$ cat src/rtl/adc_deser_pkg.sv
package adc_deser_pkg;

    typedef enum logic {
        LANES_ONE = 1'b0,
        LANES_TWO = 1'b1
    } lane_mode_e;

    // One bit-clock cycle of a DDR lane: the rising-edge bit comes first.
    typedef struct packed {
        logic early;
        logic late;
    } bit_pair_t;

    // Expected frame bits for a lane word of len bits, first bit in the MSB:
    // the upper half is high and the lower half is low.
    function automatic logic [31:0] frame_ref(input int len);
        logic [31:0] r;
        r = '0;
        for (int i = 0; i < 32; i++) begin
            if (i < len && i >= len / 2) r[i] = 1'b1;
        end
        return r;
    endfunction

endpackage

$ cat src/rtl/adc_ddr_capture.sv
module adc_ddr_capture
    import adc_deser_pkg::*;
#(
    parameter int N = 3
) (
    input  logic                   clk,
    input  logic                   rst,
    input  logic      [N-1:0]      din,
    output bit_pair_t [N-1:0]      pair_o
);

    logic [N-1:0] rise_q;
    logic [N-1:0] fall_q;

    always_ff @(posedge clk) begin
        if (rst) rise_q <= '0;
        else     rise_q <= din;
    end

    always_ff @(negedge clk) begin
        if (rst) fall_q <= '0;
        else     fall_q <= din;
    end

    // Re-time both halves into the rising-edge domain as one pair.
    always_ff @(posedge clk) begin
        if (rst) begin
            pair_o <= '0;
        end else begin
            for (int k = 0; k < N; k++) begin
                pair_o[k].early <= rise_q[k];
                pair_o[k].late  <= fall_q[k];
            end
        end
    end

endmodule

$ cat src/rtl/adc_word_aligner.sv
module adc_word_aligner
    import adc_deser_pkg::*;
#(
    parameter int SAMPLE_W = 12,
    parameter int LANES    = 3
) (
    input  logic                             clk,
    input  logic                             rst,
    input  lane_mode_e                       mode_i,
    input  logic                             bitslip_i,
    input  bit_pair_t [LANES-1:0]            pair_i,
    output logic                             word_end_o,
    output logic [LANES-1:0][SAMPLE_W-1:0]   word_o
);

    localparam int LEN_ONE = SAMPLE_W;
    localparam int LEN_TWO = SAMPLE_W / 2;
    localparam int HIST_W  = SAMPLE_W + 1;
    localparam int CNT_W   = $clog2(SAMPLE_W + 3);
    localparam logic [SAMPLE_W-1:0] HALF_MASK =
        {{(SAMPLE_W - LEN_TWO){1'b0}}, {LEN_TWO{1'b1}}};

    logic [CNT_W-1:0] cnt_q;
    logic [CNT_W-1:0] cnt_d;
    logic [CNT_W-1:0] len;
    logic [CNT_W-1:0] sum;
    logic             end_older;
    logic             end_newer;
    logic             end_q;
    logic             older_q;
    logic [LANES-1:0][HIST_W-1:0] hist_q;
    logic [SAMPLE_W-1:0] len_mask;

    // cnt_q is the in-word index of the earlier bit of the incoming pair.
    always_comb begin
        len       = (mode_i == LANES_TWO) ? CNT_W'(LEN_TWO) : CNT_W'(LEN_ONE);
        end_older = (cnt_q == len - CNT_W'(1));
        end_newer = (cnt_q == len - CNT_W'(2));
        sum       = cnt_q + CNT_W'(2) + CNT_W'(bitslip_i);
        cnt_d     = (sum >= len) ? sum - len : sum;
        len_mask  = (mode_i == LANES_TWO) ? HALF_MASK : '1;
    end

    always_ff @(posedge clk) begin
        if (rst) begin
            cnt_q   <= '0;
            end_q   <= 1'b0;
            older_q <= 1'b0;
            hist_q  <= '0;
        end else begin
            cnt_q   <= cnt_d;
            end_q   <= end_older | end_newer;
            older_q <= end_older;
            for (int k = 0; k < LANES; k++) begin
                hist_q[k] <= {hist_q[k][HIST_W-3:0], pair_i[k].early, pair_i[k].late};
            end
        end
    end

    assign word_end_o = end_q;

    // When the word ended on the earlier bit, the newest bit belongs to the next word.
    for (genvar k = 0; k < LANES; k++) begin : g_extract
        logic [HIST_W-1:0] sh;
        assign sh        = older_q ? (hist_q[k] >> 1) : hist_q[k];
        assign word_o[k] = sh[SAMPLE_W-1:0] & len_mask;
    end

endmodule

$ cat src/rtl/adc_word_merge.sv
module adc_word_merge
    import adc_deser_pkg::*;
#(
    parameter int SAMPLE_W = 12
) (
    input  lane_mode_e           mode_i,
    input  logic [SAMPLE_W-1:0]  odd_w_i,
    input  logic [SAMPLE_W-1:0]  even_w_i,
    input  logic [SAMPLE_W-1:0]  frame_w_i,
    output logic [SAMPLE_W-1:0]  sample_o,
    output logic                 frame_ok_o
);

    localparam int HALF = SAMPLE_W / 2;

    logic [31:0] ref_one;
    logic [31:0] ref_two;
    logic [SAMPLE_W-1:0] ref_sel;

    assign ref_one = frame_ref(SAMPLE_W);
    assign ref_two = frame_ref(HALF);

    always_comb begin
        sample_o = '0;
        if (mode_i == LANES_TWO) begin
            for (int i = 0; i < HALF; i++) begin
                sample_o[2*i+1] = odd_w_i[i];
                sample_o[2*i]   = even_w_i[i];
            end
            ref_sel = ref_two[SAMPLE_W-1:0];
        end else begin
            sample_o = odd_w_i;
            ref_sel  = ref_one[SAMPLE_W-1:0];
        end
        frame_ok_o = (frame_w_i == ref_sel);
    end

endmodule

$ cat src/rtl/lvds_adc_deser.sv
module lvds_adc_deser
    import adc_deser_pkg::*;
#(
    parameter int SAMPLE_W = 12
) (
    input  logic                 clk,
    input  logic                 rst,
    input  logic                 two_wire_i,
    input  logic                 lane0_i,
    input  logic                 lane1_i,
    input  logic                 frame_i,
    input  logic                 bitslip_i,
    output logic [SAMPLE_W-1:0]  sample_o,
    output logic                 valid_o,
    output logic                 align_err_o
);

    localparam int LANES = 3;

    if (SAMPLE_W % 4 != 0 || SAMPLE_W < 8) begin : g_bad_width
        $error("SAMPLE_W must be a multiple of 4 and at least 8");
    end

    lane_mode_e                      mode;
    bit_pair_t [LANES-1:0]           pairs;
    logic                            word_end;
    logic [LANES-1:0][SAMPLE_W-1:0]  words;
    logic [SAMPLE_W-1:0]             merged;
    logic                            frame_ok;

    assign mode = lane_mode_e'(two_wire_i);

    adc_ddr_capture #(.N(LANES)) u_capture (
        .clk    (clk),
        .rst    (rst),
        .din    ({frame_i, lane1_i, lane0_i}),
        .pair_o (pairs)
    );

    adc_word_aligner #(.SAMPLE_W(SAMPLE_W), .LANES(LANES)) u_align (
        .clk        (clk),
        .rst        (rst),
        .mode_i     (mode),
        .bitslip_i  (bitslip_i),
        .pair_i     (pairs),
        .word_end_o (word_end),
        .word_o     (words)
    );

    adc_word_merge #(.SAMPLE_W(SAMPLE_W)) u_merge (
        .mode_i     (mode),
        .odd_w_i    (words[0]),
        .even_w_i   (words[1]),
        .frame_w_i  (words[2]),
        .sample_o   (merged),
        .frame_ok_o (frame_ok)
    );

    always_ff @(posedge clk) begin
        if (rst) begin
            sample_o    <= '0;
            valid_o     <= 1'b0;
            align_err_o <= 1'b0;
        end else begin
            valid_o <= word_end;
            if (word_end) begin
                sample_o    <= merged;
                align_err_o <= ~frame_ok;
            end
        end
    end

endmodule

$ cat config.mk
export PLATFORM = sky130hd
export DESIGN_NAME = lvds_adc_deser
export DESIGN_NICKNAME = d
export VERILOG_FILES = /design/src/rtl/adc_deser_pkg.sv /design/src/rtl/adc_ddr_capture.sv /design/src/rtl/adc_word_aligner.sv /design/src/rtl/adc_word_merge.sv /design/src/rtl/lvds_adc_deser.sv
export SDC_FILE = /design/constraint.sdc
export NUM_CORES = 1
export LEC_CHECK = 0
export ABC_AREA = 1
export BUFFER_PORTS_ARGS = -buffer_cell sky130_fd_sc_hd__buf_2
export CAP_MARGIN = 20
export CORE_UTILIZATION = 55
export CTS_CLUSTER_DIAMETER = 100
export DETAILED_ROUTE_END_ITERATION = 7
export GPL_TIMING_DRIVEN = 0
export PLACE_DENSITY = 0.85
export SLEW_MARGIN = 30
export SYNTH_ARGS = -nofsm -noshare
export SYNTH_HDL_FRONTEND = slang
export SYNTH_SLANG_ARGS = --single-unit
export TNS_END_PERCENT = 20
$ cat constraint.sdc
create_clock -name clk -period 2.7 [get_ports clk]
set_input_delay 0.405 -clock clk [delete_from_list [all_inputs] [get_ports clk]]
set_output_delay 0.405 -clock clk [all_outputs]
set_load 0.02 [all_outputs]
Yosys cells after proc, flatten, opt, wreduce, memory -nomap -nowiden. Index checks and enable logic that the tools add are counted.

Input bits: 7. Register bits: 65. Word-level logic and storage cells: 40. Output and inout bits: 14.

Mux-type cells: 9. Order comparisons: 1. Bitwise logic cells: 5. Eq/ne operators: 3. $add $sub $neg: 5.

Operator list (number): two-way mux 12 bit (5); AND 12 bit (2); == test 12 bit (1); == test 4 bit (2); two-way mux 4 bit (2); AND 6 bit (1); two-way mux 6 bit (1); adder 4 x 1 -> 4 bit (1); adder 4 x 2 -> 4 bit, second input constant (1); greater-or-equal comparator 4 bit (1); subtractor 4 x 1 -> 4 bit, second input constant (1); subtractor 4 x 2 -> 4 bit, second input constant (1); subtractor 4 bit (1); two-way mux 3 bit (1); inverter 1 bit (1); OR 1 bit (1).

Longest topological paths before layout. Gate-level depths: netlist of the first run.

Depth after elaboration: 4. Mapped depth: 11. Mapped depth without buffers: 11.

Hierarchy. Synthesis of the first run repeated with hierarchy kept, for this count alone.

Cell total of the unflattened synthesis: 442. Area, all modules: 3036.7 um^2.

Modules (own cells, without submodules): adc_word_aligner (cells an instance 258, times used 1, area each 1860.5 um^2, seq. area each 900.9 um^2); lvds_adc_deser (cells an instance 85, times used 1, area each 573.0 um^2, seq. area each 280.3 um^2); adc_ddr_capture (cells an instance 32, times used 1, area each 322.8 um^2, seq. area each 240.2 um^2); adc_word_merge (cells an instance 67, times used 1, area each 280.3 um^2, seq. area each 0.0 um^2).

==> qor.yml, run 1 <==
final_layout:
  syn_to_final_growth_pct: 13.8
  drive_gt1_share_pct: 11.9
  fill_cells: 384
  antenna_cells: 0
  instances_no_fill: 440
  nets: 395
  multi_input_area_um2: 872
  seqCellArea_um2: 1300
hold_path:
  worstHoldStart: "lane0_i"
  hp-class: "input port to flip-flop"
timing:
  tightest_slew_ps: 536
  fin_worst_skew_ps: 41.7
  finalSetupViolCount: 0
  rsz0062_at_grt: "no"
  tns_ps: 0
  finalHoldViolCount: 0
  slew_headroom_pct: 64.3
  drv_slew: 0
  holdWs_ps: 281
global_route:
  antenna_found_initial: 0
  grt_pass1_vias: 1906
  grt_pass1_wl_um: 8200
  grt-ovfl-total: 0
  grt_max_degree: 11
  grt_usage_pct: 22.0
placed_design:
  hpwlAfterDp_um: 3250
  routabilityCongestion: 0.808
  dp.cells: 422
  place.port_buffers: 20
synthesis:
  postSynthNetCount: 362
  synth_edf_count: 0
  syn-cell-area_um2: 2550
  synthFlopType: "dfxtp_1"
  ys_top_cells_by_count: "nor2_1 (79), inv_1 (71), dfxtp_1 (65), nand2_1 (53), o21ai_0 (18)"
  synthTopCellsByArea: "dfxtp_1 (51%), nor2_1 (12%), inv_1 (10%), nand2_1 (7.8%), o21ai_0 (3.5%)"
  synth_cell_types: 19
  ys_ff_latch: 65
  synth_top_area_share_pct: 51.0
  yosys_warnings: 0
  yosysTopAreaCell: "dfxtp_1"
  yosysMostFrequentCell: "nor2_1"
  async_flop_share_pct: 0
  syn_inst: 350
  seq_area_frac_synth_pct: 51.0
  syn_avg_cell_area_um2: 7.30
critical_path:
  end_kind: "flip-flop"
  worstPathArrival_ps: 1080
  r2r.worst_path.cells: 2
  worstSetupPathType: "input port to flip-flop"
  timing.critical_path.fanout_max: 10
  r2r_end: "u_capture.pair_o[2]"
  crit_chain: "buf_2 > buf_2 > buf_2 > nor2_1"
  critPathRequiredTime_ps: 1600
  critPathCapture: "u_capture.fall_q[2]"
  cp_slowest_stage_delay_ps: 250
  critPathLaunch: "rst"
  crit_path_top_delay_cell: "buf_2"
  timing.rr.start: "u_capture.fall_q[1]"
  r2r_slack_ps: 830
  crit_top_cell: "buf_2"
  setup.worst_path.start_class: "input port"
clock_tree:
  cts_tree: "built"
  cts_max_path_buffers: 2
  cts_max_level: 3
  cts_hold_buf: 0
  clkLatencyLatePin_ps: 370
  cts_buffers: 9
  clk_pin_slew_ps: 70
  root_buffer: "clkbuf_8"
  post-cts-setup-buffers: 0
  cts.sinks: 65
  postCtsResizedCells: 0
die:
  die_h_um: 70.1
  die_width_um: 70.1
  io_pins: 21
  coreArea_um2: 4410
  rows: 24
  floorplan.initialDensity_pct: 57.9
  dieArea_um2: 4920
power_and_ir_drop:
  p_leak_nw: 1.37
  ir_drop_mv: 0.542
  p_per_area_nw_per_um2: 787
  power_mw: 2.29
detailed_routing:
  post_drt_wl_per_cell_um: 10.8
  wl_um: 4770
  viasPerCell: 4.67
  drt_iter0_drc: 176
  firstDrtPassIters: 4
  vias: 2055
  final_antenna_net_count: 0
  drc: 0
outcome:
  status: "completed"
run:
  max-cap-violations: 0
how the worst min path moves through the flow:
stage | end | slack (ps) | cells past startpoint
after floorplan | u_align.hist_q[0] | 390 | 2
final | u_capture.rise_q[0] | 280 | 3
after global placement | u_capture.pair_o[5] | 390 | 2
after CTS | u_capture.rise_q[1] | 270 | 3
after detailed placement | u_align.hist_q[13] | 390 | 2
after global routing | u_capture.rise_q[2] | 270 | 3
worst max-delay path: cells and delay by family:
family	cells	cell delay, ps
buffers and inverters	3	590
and+or+nand+nor	1	80
through the flow:
stage	cell area [um^2]	setup slack [ps]	utilization, %
after floorplan	2550	422	-
after global placement	2720	151	61.6
after detailed placement	2720	142	61.6
after CTS	2910	512	65.8
after global routing	2910	443	65.8
final	2910	516	65.8
routing by layer:
layer	vias to the layer above	GRT usage, %	routed length [um]
li1	1102	-	-
met3	12	7.50	266
met1	898	25.3	2100
met4	0	11.1	110
met5	-	0	0
met2	43	36.1	2300
sequential cells by signal (all words and copies together), names as in the netlist:
name and count:
u_align.hist_q 33, sample_o 12, u_capture.pair_o 6, u_align.cnt_q 4, u_capture.fall_q 3, u_capture.rise_q 3, align_err_o 1, u_align.older_q 1
u_align.word_end_o 1, valid_o 1
logic make-up (layout without fill, tap and decap cells):
logic type / count (synthesis) / after routing / synth area share, %
DFF: 65 / 65 / 51.0
and+or+nand+nor: 148 / 148 / 22.5
buffers and inverters: 88 / 126 / 14.9
AOI/OAI and AO/OA: 41 / 41 / 8.13
adders and majority gates: 5 / 5 / 2.45
xor gates and xnor gates: 3 / 3 / 1.03
power by group:
part	switching [mW]	internal (mW)	leakage (nW)
registers	0.0347	1.03	0.529
clock network	0.356	0.427	0.108
logic	0.273	0.168	0.734
area by class of cell:
type	instances	share of cell area, %
inverter	72	9.47
timing repair buffer	20	3.45
multi-input combinational	197	30.0
tap	52	2.24
buffer	15	3.49
sequential	65	44.8
clock buffer	12	4.65
clock inverter	7	1.89
layout by cell type, fill, tap and decap left out:
master / count
nor3_1: 3
buf_4: 2
inv_1: 73
a21oi_1: 15
ha_1: 5
nand2_1: 53
inv_6: 1
o21ai_1: 7
nor2_1: 79
xnor2_1: 1
buf_6: 4
dfxtp_1: 65
nand3_1: 13
inv_2: 1
xor2_1: 2
clkinv_1: 1
o21ai_0: 18
bufinv_16: 1
clkinv_2: 2
clkbuf_1: 6
a211oi_1: 1
buf_2: 26
clkbuf_8: 9
Power figures use the tool's default switching activity.
==> run 2, diff against run 1 <==
--- a/config.mk
+++ b/config.mk
@@ -5,7 +5,7 @@
 export SDC_FILE = /design/constraint.sdc
 export NUM_CORES = 1
 export LEC_CHECK = 0
-export ABC_AREA = 1
+export ABC_AREA = 0
 export BUFFER_PORTS_ARGS = -buffer_cell sky130_fd_sc_hd__buf_2
 export CAP_MARGIN = 20
 export CORE_UTILIZATION = 55
==> constraint.sdc (replaced) <==
create_clock -name clk -period 2.2 [get_ports clk]
set_input_delay 0.33 -clock clk [delete_from_list [all_inputs] [get_ports clk]]
set_output_delay 0.33 -clock clk [all_outputs]
set_load 0.02 [all_outputs]
==> qor.yml, run 2 <==
critical_path:
  critPathRequiredTime_ps: 2460  # was 1600 ps
  setup.worst_path.start_class: "flip-flop"  # was input port
  path_buf_inv: 1  # was 3
  worstSetupPathType: "flip-flop to flip-flop"  # was input port to flip-flop
  end_kind: "flip-flop"  # unchanged
  crit_top_cell: "ha_1"  # was buf_2
  worstPathArrival_ps: 2250  # was 1080 ps
  cp_slowest_stage_delay_ps: 330  # was 250 ps
  crit_path_top_delay_cell: "dfxtp_1"  # was buf_2
  path_delay_family: "adder cells"  # was buffers and inverters
  crit_chain: "ha_1 > inv_1 > ha_1 > ha_1 > nor2b_1 > o211a_1 > or3_1 > a21oi_1"  # was buf_2 > buf_2 > buf_2 > nor2_1
  timing.critical_path.fanout_max: 4  # was 10
detailed_routing:
  viasPerCell: 5.29  # was 4.67
  vias: 1550  # was 2,055
  firstDrtPassIters: 5  # was 4
  final_antenna_net_count: 0  # unchanged
  post_drt_wl_per_cell_um: 13.8  # was 10.8 um
  drc: 0  # unchanged
  drt_iter0_drc: 45  # was 176
  wl_um: 4050  # was 4770 um
synthesis:
  synthSimpleGateAreaFrac_pct: 17.1  # was 22.5%
  syn_inst: 205  # was 350
  synth_cell_types: 30  # was 19
  ys_top_cells_by_count: "dfxtp_1 (65), nor2b_1 (46), nor2_1 (18), mux2i_1 (12), mux4_2 (11)"  # was nor2_1 (79), inv_1 (71), dfxtp_1 (65), nand2_1 (53), o21ai_0 (18)
  syn-cell-area_um2: 2390  # was 2550 um^2
  synth_mux_area_share_pct: 15.8  # was 0%
  synth_xor_area_share_pct: 1.10  # was 1.03%
  synthTopCellsByArea: "dfxtp_1 (54%), nor2b_1 (12%), mux4_2 (10%), mux2i_1 (5.0%), nor2_1 (2.8%)"  # was dfxtp_1 (51%), nor2_1 (12%), inv_1 (10%), nand2_1 (7.8%), o21ai_0 (3.5%)
  yosysMostFrequentCell: "dfxtp_1"  # was nor2_1
  syn_avg_cell_area_um2: 11.7  # was 7.30 um^2
  synth-adder-area-share_pct: 2.61  # was 2.45%
  seq_area_frac_synth_pct: 54.3  # was 51.0%
  ys_ff_latch: 65  # unchanged
  synth_top_area_share_pct: 54.3  # was 51.0%
  synth_top_family_by_area: "simple AND/OR/NAND/NOR gates"  # unchanged
  postSynthNetCount: 217  # was 362
  yosys_warnings: 0  # unchanged
  synth_edf_count: 0  # unchanged
  yosysTopAreaCell: "dfxtp_1"  # unchanged
  async_flop_share_pct: 0  # unchanged
  synthFlopType: "dfxtp_1"  # unchanged
  synth_compound_area_share_pct: 5.12  # was 8.13%
clock_tree:
  cts_max_path_buffers: 2  # unchanged
  clkLatencyLatePin_ps: 370  # about the same
  cts_tree: "built"  # unchanged
  clk_pin_slew_ps: 70  # about the same
  cts_max_level: 3  # unchanged
  post-cts-setup-buffers: 0  # unchanged
  postCtsResizedCells: 0  # unchanged
  root_buffer: "clkbuf_8"  # unchanged
  cts_buffers: 9  # unchanged
  cts_hold_buf: 0  # unchanged
  cts.sinks: 65  # unchanged
final_layout:
  final_common_cell: "dfxtp_1"  # was nor2_1
  instances_no_fill: 293  # was 440
  nets: 250  # was 395
  largest_register: "u_align.hist_q"  # unchanged
  fill_cells: 331  # was 384
  syn_to_final_growth_pct: 14.2  # was 13.8%
  largest_reg_flops: 33  # unchanged
  fin_area_um2: 2730  # was 2910 um^2
  mostFrequentLayoutCells: "dfxtp_1 (65), nor2b_1 (46), buf_2 (22), nor2_1 (18), mux2i_1 (12)"  # was nor2_1 (79), inv_1 (73), dfxtp_1 (65), nand2_1 (53), buf_2 (26)
  antenna_cells: 0  # unchanged
  drive_gt1_share_pct: 22.2  # was 11.9%
  biggestRegsByFlops: "u_align.hist_q: 33 flops, sample_o: 12 flops, u_capture.pair_o: 6 flops"  # unchanged
power_and_ir_drop:
  power_frac_comb_pct: 14.3  # was 19.3%
  p_per_area_nw_per_um2: 910  # was 787 nW/um^2
  netSwitchingPower_uw: 650  # was 663 uW
  p_leak_nw: 1.13  # was 1.37 nW
  p_seq_share_pct: 50.6  # was 46.4%
  ir_drop_mv: 0.622  # was 0.542 mV
  p_int_mw: 1.84  # was 1.62 mW
  p_sw_share_pct: 26.1  # was 29.0%
  pwr-share-clk_pct: 35.1  # was 34.2%
outcome:
  status: "completed"  # unchanged
global_route:
  grt-ovfl-total: 0  # unchanged
  grt_pass1_wl_um: 6820  # was 8200 um
  grt_pass1_vias: 1506  # was 1,906
  antenna_found_initial: 0  # unchanged
  grt_usage_pct: 21.2  # was 22.0%
  grt_max_degree: 12  # was 11
timing:
  fin_crit_ps: 1990
  rsz0062_at_grt: "no"  # unchanged
  finalSetupViolCount: 0  # unchanged
  fmax_ghz: 0.504
  post-route-period-util_pct: 90.2
  fin_worst_skew_ps: 41.3  # was 41.7 ps
  tightest_slew_ps: 508  # was 536 ps
  slew_headroom_pct: 65.2  # was 64.3%
  drv_slew: 0  # unchanged
  finalHoldViolCount: 0  # unchanged
die:
  die_h_um: 68.0  # was 70.1 um
  die_width_um: 68.0  # was 70.1 um
  dieArea_um2: 4620  # was 4920 um^2
  rows: 23  # was 24
  io_pins: 21  # unchanged
  coreArea_um2: 4090  # was 4410 um^2
  floorplan.initialDensity_pct: 58.6  # was 57.9%
placed_design:
  routabilityCongestion: 0.755  # was 0.808
  place.port_buffers: 20  # unchanged
  place_area_um2: 2560  # was 2720 um^2
  hpwlAfterDp_um: 2890  # was 3250 um
  dp.cells: 275  # was 422
hold_path:
  hp-class: "input port to flip-flop"  # unchanged
run:
  max-cap-violations: 0  # unchanged
run 2: cell count changes in the layout (fill, tap and decap cells not counted), moves of 4 or more:
cell,before,now
a21oi_1,15,5
buf_2,26,22
inv_1,73,8
mux2i_1,0,12
mux4_2,0,11
nand2_1,53,0
nand3_1,13,0
nor2_1,79,18
nor2b_1,0,46
o21ai_0,18,3
o21ai_1,7,0
run 2: worst paths after layout:
path / depth (start not counted) / end / slack (ps) / start
worst max-delay path: 8 / u_align.cnt_q[1] / 210 / u_align.cnt_q[0]
worst min-delay path: 2 / u_capture.rise_q[2] / 240 / frame_i
worst max register to register: 8 / u_align.cnt_q[1] / 210 / u_align.cnt_q[0]
worst min register to register: 1 / u_align.hist_q[1] / 440 / u_capture.pair_o[1]
run 2: cells by family after synthesis:
logic type,Yosys count
AO/OA/AOI/OAI,18
buffers and inverters,18
XOR/XNOR,3
flip-flops,65
multiplexers,24
adder cells (fa/ha/maj),5
AND/OR/NAND/NOR,72
run 2: cell type report:
class	count	area (um^2)	area share [%]
Sequential cell	65	1300	47.6
Clock inverter	9	42.5	1.56
Buffer	12	70.1	2.56
Inverter	5	18.8	0.686
Multi-Input combinational cell	122	1000	36.6
Tap cell	50	62.6	2.29
Clock buffer	10	138	5.03
Timing Repair Buffer	20	100	3.66
run 2: worst register-to-register path: stages, from the launching register on:
cell     delay [ps]
dfxtp_1         330
ha_1            160
inv_1            40
ha_1            280
ha_1            290
nor2b_1         150
o211a_1         250
or3_1           310
a21oi_1         120
run 2: power groups by stage:
stage               clock [mW]  combinational, mW  sequential [mW]
floorplan               0.0113              0.284             1.28
global placement        0.0113              0.343             1.28
detailed placement      0.0113              0.360             1.28
CTS                      0.897              0.362             1.26
global route             0.954              0.413             1.27
finish                   0.874              0.355             1.26
run 2: through the flow:
stage / utilization (%) / hold slack [ps] / total power, mW / TNS, ps / setup slack (ps)
after floorplan: - / 410 / 1.58 / 0 / 310
after global placement: 62.6 / 416 / 1.64 / -123 / -50.9
after detailed placement: 62.6 / 422 / 1.66 / -208 / -86.7
after CTS: 66.9 / 230 / 2.52 / 0 / 197
after global routing: 66.9 / 240 / 2.63 / 0 / 54.3
final: 66.9 / 243 / 2.49 / 0 / 215
run 2: metal layers:
layer / GRT usage, % / part of all wire [%]
met4: 9.64 / 1.4
met5: 0 / 0
met3: 8.83 / 4.6
met1: 23.6 / 44
met2: 35.0 / 50
==> run 3, diff against run 2 <==
--- a/config.mk
+++ b/config.mk
@@ -8,12 +8,13 @@
 export ABC_AREA = 0
 export BUFFER_PORTS_ARGS = -buffer_cell sky130_fd_sc_hd__buf_2
 export CAP_MARGIN = 20
+export CORE_MARGIN = 2
 export CORE_UTILIZATION = 55
 export CTS_CLUSTER_DIAMETER = 100
 export DETAILED_ROUTE_END_ITERATION = 7
 export GPL_TIMING_DRIVEN = 0
-export PLACE_DENSITY = 0.85
-export SLEW_MARGIN = 30
+export PLACE_DENSITY_LB_ADDON = 0.05
+export SLEW_MARGIN = 20
 export SYNTH_ARGS = -nofsm -noshare
 export SYNTH_HDL_FRONTEND = slang
 export SYNTH_SLANG_ARGS = --single-unit
==> qor.yml, run 3 (same netlist as run 2, synthesis figures left out) <==
outcome:
  status: "completed"  # unchanged
detailed_routing:
  drt_iter0_drc: 96  # was 45
  post_drt_wl_per_cell_um: 14.2  # was 13.8 um
  drc: 0  # unchanged
  vias: 1556  # was 1,550
  viasPerCell: 5.31  # was 5.29
  firstDrtPassIters: 4  # was 5
  wl_um: 4170  # was 4050 um
  final_antenna_net_count: 0  # unchanged
placed_design:
  hpwlAfterDp_um: 2970  # was 2890 um
  dp_worst_setup_slack_ps: -112  # was -86.7 ps
  place.port_buffers: 20  # unchanged
  place_area_um2: 2560  # unchanged
  routabilityCongestion: 0.776  # was 0.755
timing:
  fin_ws_ps: 191  # was 215 ps
  fin_worst_skew_ps: 41.1  # was 41.3 ps
  holdWs_ps: 238  # was 243 ps
  rsz0062_at_grt: "no"  # unchanged
  drv_slew: 0  # unchanged
  finalSetupViolCount: 0  # unchanged
  finalHoldViolCount: 0  # unchanged
  tns_ps: 0  # unchanged
  fmax_ghz: 0.498  # was 0.504 GHz
  fin_crit_ps: 2010  # was 1990 ps
  slew_headroom_pct: 63.0  # was 65.2%
  post-route-period-util_pct: 91.3  # was 90.2%
  tightest_slew_ps: 555  # was 508 ps
final_layout:
  fin_util_pct: 68.1  # was 66.9%
  antenna_cells: 0  # unchanged
  fill_cells: 333  # was 331
  drive_gt1_share_pct: 22.6  # was 22.2%
  syn_to_final_growth_pct: 16.2  # was 14.2%
  largest_reg_flops: 33  # unchanged
  mostFrequentLayoutCells: "dfxtp_1 (65), nor2b_1 (46), buf_2 (22), nor2_1 (18), mux2i_1 (12)"  # unchanged
  final_common_cell: "dfxtp_1"  # unchanged
  nets: 250  # unchanged
  largest_register: "u_align.hist_q"  # unchanged
  fin_area_um2: 2780  # was 2730 um^2
  biggestRegsByFlops: "u_align.hist_q: 33 flops, sample_o: 12 flops, u_capture.pair_o: 6 flops"  # unchanged
critical_path:
  timing.rr.start: "u_align.cnt_q[0]"  # unchanged
  critPathRequiredTime_ps: 2460  # about the same
  end_kind: "flip-flop"  # unchanged
  r2r.worst_path.cells: 8  # unchanged
  setup.worst_path.start_class: "flip-flop"  # unchanged
  r2r_slack_ps: 190  # was 210 ps
  r2r_end: "u_align.cnt_q[1]"  # unchanged
  timing.critical_path.fanout_max: 4  # unchanged
  worstSetupPathType: "flip-flop to flip-flop"  # unchanged
  worstPathArrival_ps: 2270  # was 2250 ps
hold_path:
  worstHoldStart: "lane0_i"  # was frame_i
  worst_hold_path.num_cells: 2  # unchanged
  hp-class: "input port to flip-flop"  # unchanged
  hold_end: "u_capture.rise_q[0]"  # was u_capture.rise_q[2]
run:
  max-cap-violations: 0  # unchanged
global_route:
  grt-ovfl-total: 0  # unchanged
  grt_pass1_wl_um: 7110  # was 6820 um
  antenna_found_initial: 0  # unchanged
  grt_max_degree: 12  # unchanged
  grt_pass1_vias: 1554  # was 1,506
  grt_usage_pct: 19.4  # was 21.2%
die:
  coreArea_um2: 4090  # unchanged
  die_h_um: 70.0  # was 68.0 um
  floorplan.initialDensity_pct: 58.6  # unchanged
  io_pins: 21  # unchanged
  rows: 23  # unchanged
  die_width_um: 70.0  # was 68.0 um
  dieArea_um2: 4900  # was 4620 um^2
clock_tree:
  cts_buffers: 9  # unchanged
  cts_tree: "built"  # unchanged
  root_buffer: "clkbuf_8"  # unchanged
  clk_pin_slew_ps: 70  # about the same
  cts_max_level: 3  # unchanged
  cts.sinks: 65  # unchanged
  cts_max_path_buffers: 2  # unchanged
  clkLatencyLatePin_ps: 370  # about the same
  cts_hold_buf: 0  # unchanged
  postCtsResizedCells: 0  # unchanged
  post-cts-setup-buffers: 0  # unchanged
power_and_ir_drop:
  p_per_area_nw_per_um2: 974  # was 910 nW/um^2
  p_leak_nw: 1.15  # was 1.13 nW
  ir_drop_mv: 0.567  # was 0.622 mV
run 3: cell count changes in the layout (fill, tap and decap cells not counted):
cell,previous run,this run
bufinv_16,0,1
inv_4,2,0
clkinv_2,3,1
clkinv_1,1,0
clkbuf_8,10,11
clkinvlp_4,0,2
bufinv_8,0,1
run 3: worst max-delay path by stage:
stage	from	endpoint	slack (ps)	cells past startpoint
finish	u_align.cnt_q[0]	u_align.cnt_q[1]	190	8
global route	u_align.cnt_q[0]	u_align.cnt_q[1]	80	8
CTS	u_align.cnt_q[0]	u_align.cnt_q[1]	180	8
detailed placement	rst	u_capture.fall_q[2]	-110	3
global placement	rst	u_capture.fall_q[1]	-60	3
floorplan	rst	u_capture.fall_q[0]	310	2
run 3: worst max-delay path: stages (launching register included):
cell	delay [ps]
dfxtp_1	340
ha_1	160
inv_1	50
ha_1	290
ha_1	290
nor2b_1	150
o211a_1	250
or3_1	310
a21oi_1	120
run 3: layout make-up:
class / instances / area, um^2 / share of cell area [%]
clock buffer: 11 / 151 / 5.44
multi-input combinational: 122 / 1000 / 36.0
inverter: 5 / 18.8 / 0.674
tap: 50 / 62.6 / 2.25
clock inverter: 8 / 78.8 / 2.83
sequential: 65 / 1300 / 46.7
timing repair buffer: 20 / 100 / 3.60
buffer: 12 / 70.1 / 2.52
run 3: per-stage QoR:
step           total power [mW]  instances
2_1_floorplan              1.58        205
3_3_place_gp               1.63        275
3_5_place_dp               1.66        275
4_1_cts                    2.74        293
5_1_grt                    2.85        293
6_report                   2.71        293
run 3: power breakdown:
part	leakage [nW]	internal, mW	switching, mW
Sequential	0.528	1.23	0.0303
Clock	0.126	0.645	0.439
Combinational	0.496	0.175	0.197
Total	1.15	2.05	0.667
run 3: metal layers:
layer  vias up  share of wire [%]  global-route usage (%)
li1        766                  -                       -
met1       737                 42                    21.0
met2        45                 52                    32.4
met3         8                5.0                    7.65
met4         0                1.6                    10.9
met5         -                  0                       0
